===== config.mk =====
export PLATFORM = sky130hd
export DESIGN_NAME = shaped_pulse_dac
export DESIGN_NICKNAME = d
export VERILOG_FILES = /design/src/rtl/spd_pkg.sv /design/src/rtl/spd_retime.sv /design/src/rtl/spd_shaper.sv /design/src/rtl/spd_pulse.sv /design/src/rtl/shaped_pulse_dac.sv
export SDC_FILE = /design/constraint.sdc
export NUM_CORES = 1
export LEC_CHECK = 0
export ABC_AREA = 1
export ABC_CLOCK_PERIOD_IN_PS = 4900
export CORE_MARGIN = 2
export CORE_UTILIZATION = 57
export DETAILED_ROUTE_END_ITERATION = 8
export GPL_TIMING_DRIVEN = 0
export PLACE_DENSITY = 0.78
export SKIP_CTS_REPAIR_TIMING = 1
export SYNTH_ARGS = -nofsm -noshare
export SYNTH_HDL_FRONTEND = slang
export SYNTH_SLANG_ARGS = --single-unit

===== constraint.sdc =====
create_clock -name clk -period 4.9 [get_ports clk]
set_input_delay 0.49 -clock clk [delete_from_list [all_inputs] [get_ports clk]]
set_output_delay 0.49 -clock clk [all_outputs]
set_load 0.005 [all_outputs]

===== src/rtl/spd_pkg.sv =====
package spd_pkg;
    localparam int DEF_SAMPLE_W = 16;
    localparam int DEF_LEVEL_W  = 3;
    localparam int SHAPE_ORDER  = 3;

    typedef enum logic [0:0] {
        SRC_MIDSCALE = 1'b0,
        SRC_INPUT    = 1'b1
    } src_sel_e;

    function automatic int frame_cycles(input int lvl_w);
        return 1 << lvl_w;
    endfunction
endpackage


===== src/rtl/spd_retime.sv =====
module spd_retime #(
    parameter int W = 16
) (
    input  logic         clk,
    input  logic         rst,
    input  logic [W-1:0] d_i,
    input  logic         v_i,
    output logic [W-1:0] d_o,
    output logic         v_o
);
    always_ff @(posedge clk) begin
        if (rst) begin
            d_o <= '0;
            v_o <= 1'b0;
        end else begin
            d_o <= d_i;
            v_o <= v_i;
        end
    end
endmodule


===== src/rtl/spd_shaper.sv =====
module spd_shaper
    import spd_pkg::*;
#(
    parameter int IN_W  = 16,
    parameter int LVL_W = 3
) (
    input  logic             clk,
    input  logic             rst,
    input  logic             take_i,
    input  src_sel_e         src_i,
    input  logic [IN_W-1:0]  x_i,
    output logic [LVL_W:0]   level_o
);
    localparam int SH    = IN_W - LVL_W;
    localparam int ACC_W = IN_W + 3;
    localparam int FRAME = frame_cycles(LVL_W);
    localparam logic signed [ACC_W-1:0] HALF = ACC_W'(2 ** (SH - 1));
    localparam logic signed [ACC_W-1:0] MID  = ACC_W'(2 ** (IN_W - 1));
    localparam logic signed [ACC_W-1:0] Y_LO = ACC_W'(-(2 ** (SH - 1)));
    localparam logic signed [ACC_W-1:0] Y_HI = ACC_W'(FRAME * (2 ** SH) + 2 ** (SH - 1) - 1);

    logic signed [ACC_W-1:0] err_q [SHAPE_ORDER];
    logic signed [ACC_W-1:0] x_ext, fb, y_raw, y_cl, err_new;
    logic        [IN_W:0]    sum_u;
    logic        [SH-1:0]    resid;

    always_comb begin
        x_ext = (src_i == SRC_INPUT) ? signed'({{(ACC_W-IN_W){1'b0}}, x_i}) : MID;
        fb    = ((err_q[1] <<< 1) + err_q[1]) - ((err_q[0] <<< 1) + err_q[0]) - err_q[2];
        y_raw = x_ext + fb;
        if (y_raw < Y_LO)      y_cl = Y_LO;
        else if (y_raw > Y_HI) y_cl = Y_HI;
        else                   y_cl = y_raw;
        sum_u   = (IN_W+1)'(y_cl + HALF);
        level_o = sum_u[IN_W:SH];
        resid   = sum_u[SH-1:0];
        err_new = HALF - signed'({{(ACC_W-SH){1'b0}}, resid});
    end

    generate
        for (genvar t = 0; t < SHAPE_ORDER; t++) begin : g_tap
            always_ff @(posedge clk) begin
                if (rst) begin
                    err_q[t] <= '0;
                end else if (take_i) begin
                    if (t == 0) err_q[t] <= err_new;
                    else        err_q[t] <= err_q[(t == 0) ? 0 : t-1];
                end
            end
        end
    endgenerate
endmodule


===== src/rtl/spd_pulse.sv =====
module spd_pulse
    import spd_pkg::*;
#(
    parameter int LVL_W = 3
) (
    input  logic             clk,
    input  logic             rst,
    input  logic [LVL_W:0]   level_i,
    output logic             bound_o,
    output logic [LVL_W-1:0] cnt_o,
    output logic [LVL_W:0]   level_o,
    output logic             pulse_o
);
    logic [LVL_W-1:0] nxt_cnt;
    logic [LVL_W:0]   nxt_lvl;

    always_comb begin
        bound_o = (cnt_o == '1);
        nxt_cnt = cnt_o + 1'b1;
        nxt_lvl = bound_o ? level_i : level_o;
    end

    always_ff @(posedge clk) begin
        if (rst) begin
            cnt_o   <= '1;
            level_o <= '0;
            pulse_o <= 1'b0;
        end else begin
            cnt_o   <= nxt_cnt;
            level_o <= nxt_lvl;
            pulse_o <= ({1'b0, nxt_cnt} < nxt_lvl);
        end
    end
endmodule


===== src/rtl/shaped_pulse_dac.sv =====
module shaped_pulse_dac
    import spd_pkg::*;
#(
    parameter int SAMPLE_W = DEF_SAMPLE_W,
    parameter int LEVEL_W  = DEF_LEVEL_W
) (
    input  logic                clk,
    input  logic                rst,
    input  logic [SAMPLE_W-1:0] sample_i,
    input  logic                sample_valid_i,
    output logic                pulse_o
);
    logic [SAMPLE_W-1:0] rt_data;
    logic                rt_valid;
    logic                frm_bound;
    logic [LEVEL_W:0]    new_level;
    logic [LEVEL_W:0]    cur_level;
    logic [LEVEL_W-1:0]  frm_cnt;
    src_sel_e            src_sel;

    assign src_sel = rt_valid ? SRC_INPUT : SRC_MIDSCALE;

    spd_retime #(.W(SAMPLE_W)) u_retime (
        .clk(clk), .rst(rst),
        .d_i(sample_i), .v_i(sample_valid_i),
        .d_o(rt_data),  .v_o(rt_valid)
    );

    spd_shaper #(.IN_W(SAMPLE_W), .LVL_W(LEVEL_W)) u_shaper (
        .clk(clk), .rst(rst),
        .take_i(frm_bound), .src_i(src_sel), .x_i(rt_data),
        .level_o(new_level)
    );

    spd_pulse #(.LVL_W(LEVEL_W)) u_pulse (
        .clk(clk), .rst(rst),
        .level_i(new_level), .bound_o(frm_bound),
        .cnt_o(frm_cnt), .level_o(cur_level), .pulse_o(pulse_o)
    );
endmodule


==> results <==
## sequential cells by signal (all words and copies together) (netlist names)
| name | flops |
|---|---|
| u_pulse.cnt_o | 3 |
| u_pulse.level_o | 4 |
| u_pulse.pulse_o | 1 |
| u_retime.d_o | 16 |
| u_retime.v_o | 1 |
| u_shaper.err_q | 42 |
## metal layers
layer  GRT usage [%]  vias to the layer above
met1            28.1                     2204
met4            7.92                        0
met2            40.4                      132
li1                -                     2219
met5               0                        -
met3            4.32                       34
## per-stage QoR
stage | utilization, % | area [sq um] | setup WS [ns] | hold WS (ns)
global placement | 62.8 | 6140 | -0.505 | 0.396
floorplan | - | 5800 | 0.00225 | 0.383
detailed placement | 63.1 | 6170 | -0.670 | 0.404
global route | 71.7 | 7010 | -0.559 | 0.440
finish | 71.7 | 7010 | -0.292 | 0.427
CTS | 65.0 | 6350 | -0.723 | 0.425
## cells in the mapped netlist (2+ instances only)
| library cell | instances | area, sq um |
|---|---|---|
| sky130_fd_sc_hd__nor2_1 | 77 | 289 |
| sky130_fd_sc_hd__nand4_1 | 7 | 43.8 |
| sky130_fd_sc_hd__dfxtp_1 | 25 | 500 |
| sky130_fd_sc_hd__inv_2 | 10 | 37.5 |
| sky130_fd_sc_hd__or2_2 | 2 | 12.5 |
| sky130_fd_sc_hd__ha_1 | 29 | 363 |
| sky130_fd_sc_hd__fa_1 | 59 | 1180 |
| sky130_fd_sc_hd__nand3_1 | 28 | 140 |
| sky130_fd_sc_hd__inv_1 | 201 | 754 |
| sky130_fd_sc_hd__a31oi_1 | 3 | 18.8 |
| sky130_fd_sc_hd__o21a_1 | 2 | 15.0 |
| sky130_fd_sc_hd__nor3_1 | 3 | 15.0 |
| sky130_fd_sc_hd__clkbuf_1 | 8 | 30.0 |
| sky130_fd_sc_hd__xor2_1 | 5 | 43.8 |
| sky130_fd_sc_hd__nand2_1 | 147 | 552 |
| sky130_fd_sc_hd__o21ai_0 | 5 | 25.0 |
| sky130_fd_sc_hd__nand2_2 | 18 | 113 |
| sky130_fd_sc_hd__nor2_4 | 3 | 33.8 |
| sky130_fd_sc_hd__a21oi_1 | 17 | 85.1 |
| sky130_fd_sc_hd__mux2i_1 | 2 | 20.0 |
| sky130_fd_sc_hd__edfxtp_1 | 42 | 1260 |
| sky130_fd_sc_hd__xnor2_1 | 6 | 52.6 |
| sky130_fd_sc_hd__and2_1 | 2 | 12.5 |
## worst paths after layout
kind | end | slack (ns) | cells after the start
worst min register to register | u_pulse.cnt_o[0] | 0.43 | 1
worst max-delay path | u_pulse.pulse_o | -0.29 | 32
worst min-delay path | u_pulse.cnt_o[0] | 0.43 | 1
worst max register to register | u_pulse.pulse_o | -0.29 | 32
## layout make-up
type	count	area [sq um]	share of cell area, %
multi-input combinational	426	3540	50.5
clock buffer	9	124	1.77
sequential	67	1760	25.2
buffer	10	92.6	1.32
tap	133	166	2.38
clock inverter	7	52.6	0.750
timing repair buffer	52	473	6.75
inverter	211	797	11.4
## cell families after synthesis
family | Yosys count | synth area share [%]
buffers and inverters | 221 | 14.8
AO/OA/AOI/OAI | 31 | 3.04
adder cells (fa/ha/maj) | 88 | 27.0
flip-flops | 67 | 30.8
XOR/XNOR | 12 | 1.97
AND/OR/NAND/NOR | 293 | 22.1
multiplexers | 2 | 0.350
## critical path: cells and delay by family, from the launching register on
family / cells / cell delay [ns]
xor gates and xnor gates: 1 / 0.17
DFF: 1 / 0.33
and+or+nand+nor: 15 / 1.29
buffers and inverters: 6 / 0.51
AOI/OAI and AO/OA: 2 / 0.24
adders and majority gates: 7 / 2.36
muxes: 1 / 0.20
==> impl_metrics.toml <==
[timing]
worst_slew_pin_slew_ns = 0.799
number_of_hold_violations_in_the_final_report = 0
final-max-slew-violation-count = 0
setup_viol_count_final = 7
tns_ns = -0.597
layout_min_cycle_time_ns = 5.19
achievable-frequency_ghz = 0.193
rsz_0062_raised_after_global_routing = "true"
max_slew_margin_pct = 46.5
fin_ws_ns = -0.292
final.setup_skew_ns = 0.0140
min_period_over_period_pct = 106

[global_routing]
grt_pass1_wl_mm = 19.6
grt_remaining_overflow = 0
grt_start_max_net_pins = 25
number_of_antenna_violations_at_the_first_check_in_global_routing = 0
grt_pass1_vias = 4357
grt_use_total_pct = 22.9

[detailed_routing]
met1Wirelength_mm = 5.36
ant_nets = 0
maxUsedRoutingLayer = "met4"
detail_route.vias_per_cell = 5.02
route.detailed.wl_per_inst_um = 14.1
route.vias.total = 4589
routed_wl_mm = 12.9
drt_iter0_drc = 219
firstDrtPassIters = 5
met3WireLength_um = 515
drc = 0
met2_length_mm = 6.65

[critical_path]
worst-setup-path-type = "reg2reg"
end_kind = "flop"
crit_path_start_kind = "flop"
crit_path_frequent_cell = "sky130_fd_sc_hd__nand2_1"
rr_startpoint = "u_retime.v_o"
cp_data_arrival_time_ns = 5.50
worst-path-max-fanout = 8
critPathMaxStageDelay_ns = 0.57
worst_ep_required_ns = 5.20
timing.critical_path.from = "u_retime.v_o"
worst_path_max_delay_cell = "sky130_fd_sc_hd__fa_1"

[logic_synthesis]
synth.avg_cell_area_sq_um = 8.02
synth.yosys.seq_area_share_pct = 30.8
mappedNetlistNets = 821
synthesis.yosys.warnings = 0
synthCells = 714
synth_seq_cells = 67
synth_enable_flop_cells = 42
post_synth_num_cell_types = 36
syn_area_sq_um = 5720
share_of_synthesized_flip_flops_with_an_asynchronous_set_or_reset_pct = 0
postSynth.topFlopCell = "sky130_fd_sc_hd__edfxtp_1"

[final_layout]
most_common_cell_after_layout_fill_and_taps_aside = "sky130_fd_sc_hd__inv_1"
antenna_cells = 0
area_delta_synth_final_pct = 22.4
finish.net_count = 884
most_used_cells_in_the_layout_excluding_fill_and_tap_cells = "189 x sky130_fd_sc_hd__inv_1, 113 x sky130_fd_sc_hd__nand2_1, 71 x sky130_fd_sc_hd__nor2_1, 57 x sky130_fd_sc_hd__fa_1, 42 x sky130_fd_sc_hd__edfxtp_1"
instances_no_fill = 915
share_of_layout_cells_above_drive_strength_1_pct = 22.6
fillers = 753

[die]
floorplan.die.width_um = 104
die_area_sq_um = 10900
fp_rows = 36
ios = 20
initial_utilization_pct = 58.6
die_y_um = 104
fp.coreArea_sq_um = 9770

[placement]
buffer_ports.inserted = 18
detailedPlacementHpwl_mm = 9.18
numPlacedInstances = 866
gp_congestion = 0.896

[min_path]
hp-start = "u_pulse.cnt_o[0]"
timing.hold.worst.class = "reg2reg"

[clock_tree]
cts_max_level = 3
clock_tree.buffer_depth = 2
cts.sinks = 67
cts_inserted_buffers = 9
clk_lat_worst_skew_ns = 0.37
cts_tree = "yes"
cts.reportedPaths.clkPinSlew_ns = 0.09
ctsRootBufferMaster = "sky130_fd_sc_hd__clkbuf_8"

[run_status]
violations = "setup timing"
outcome = "finished, violations left"

[run]
cap_viol_max_count = 0
Power of run 1 is not shown: default switching activity piles up to over one toggle a cycle in this logic, so the estimate is an artifact.
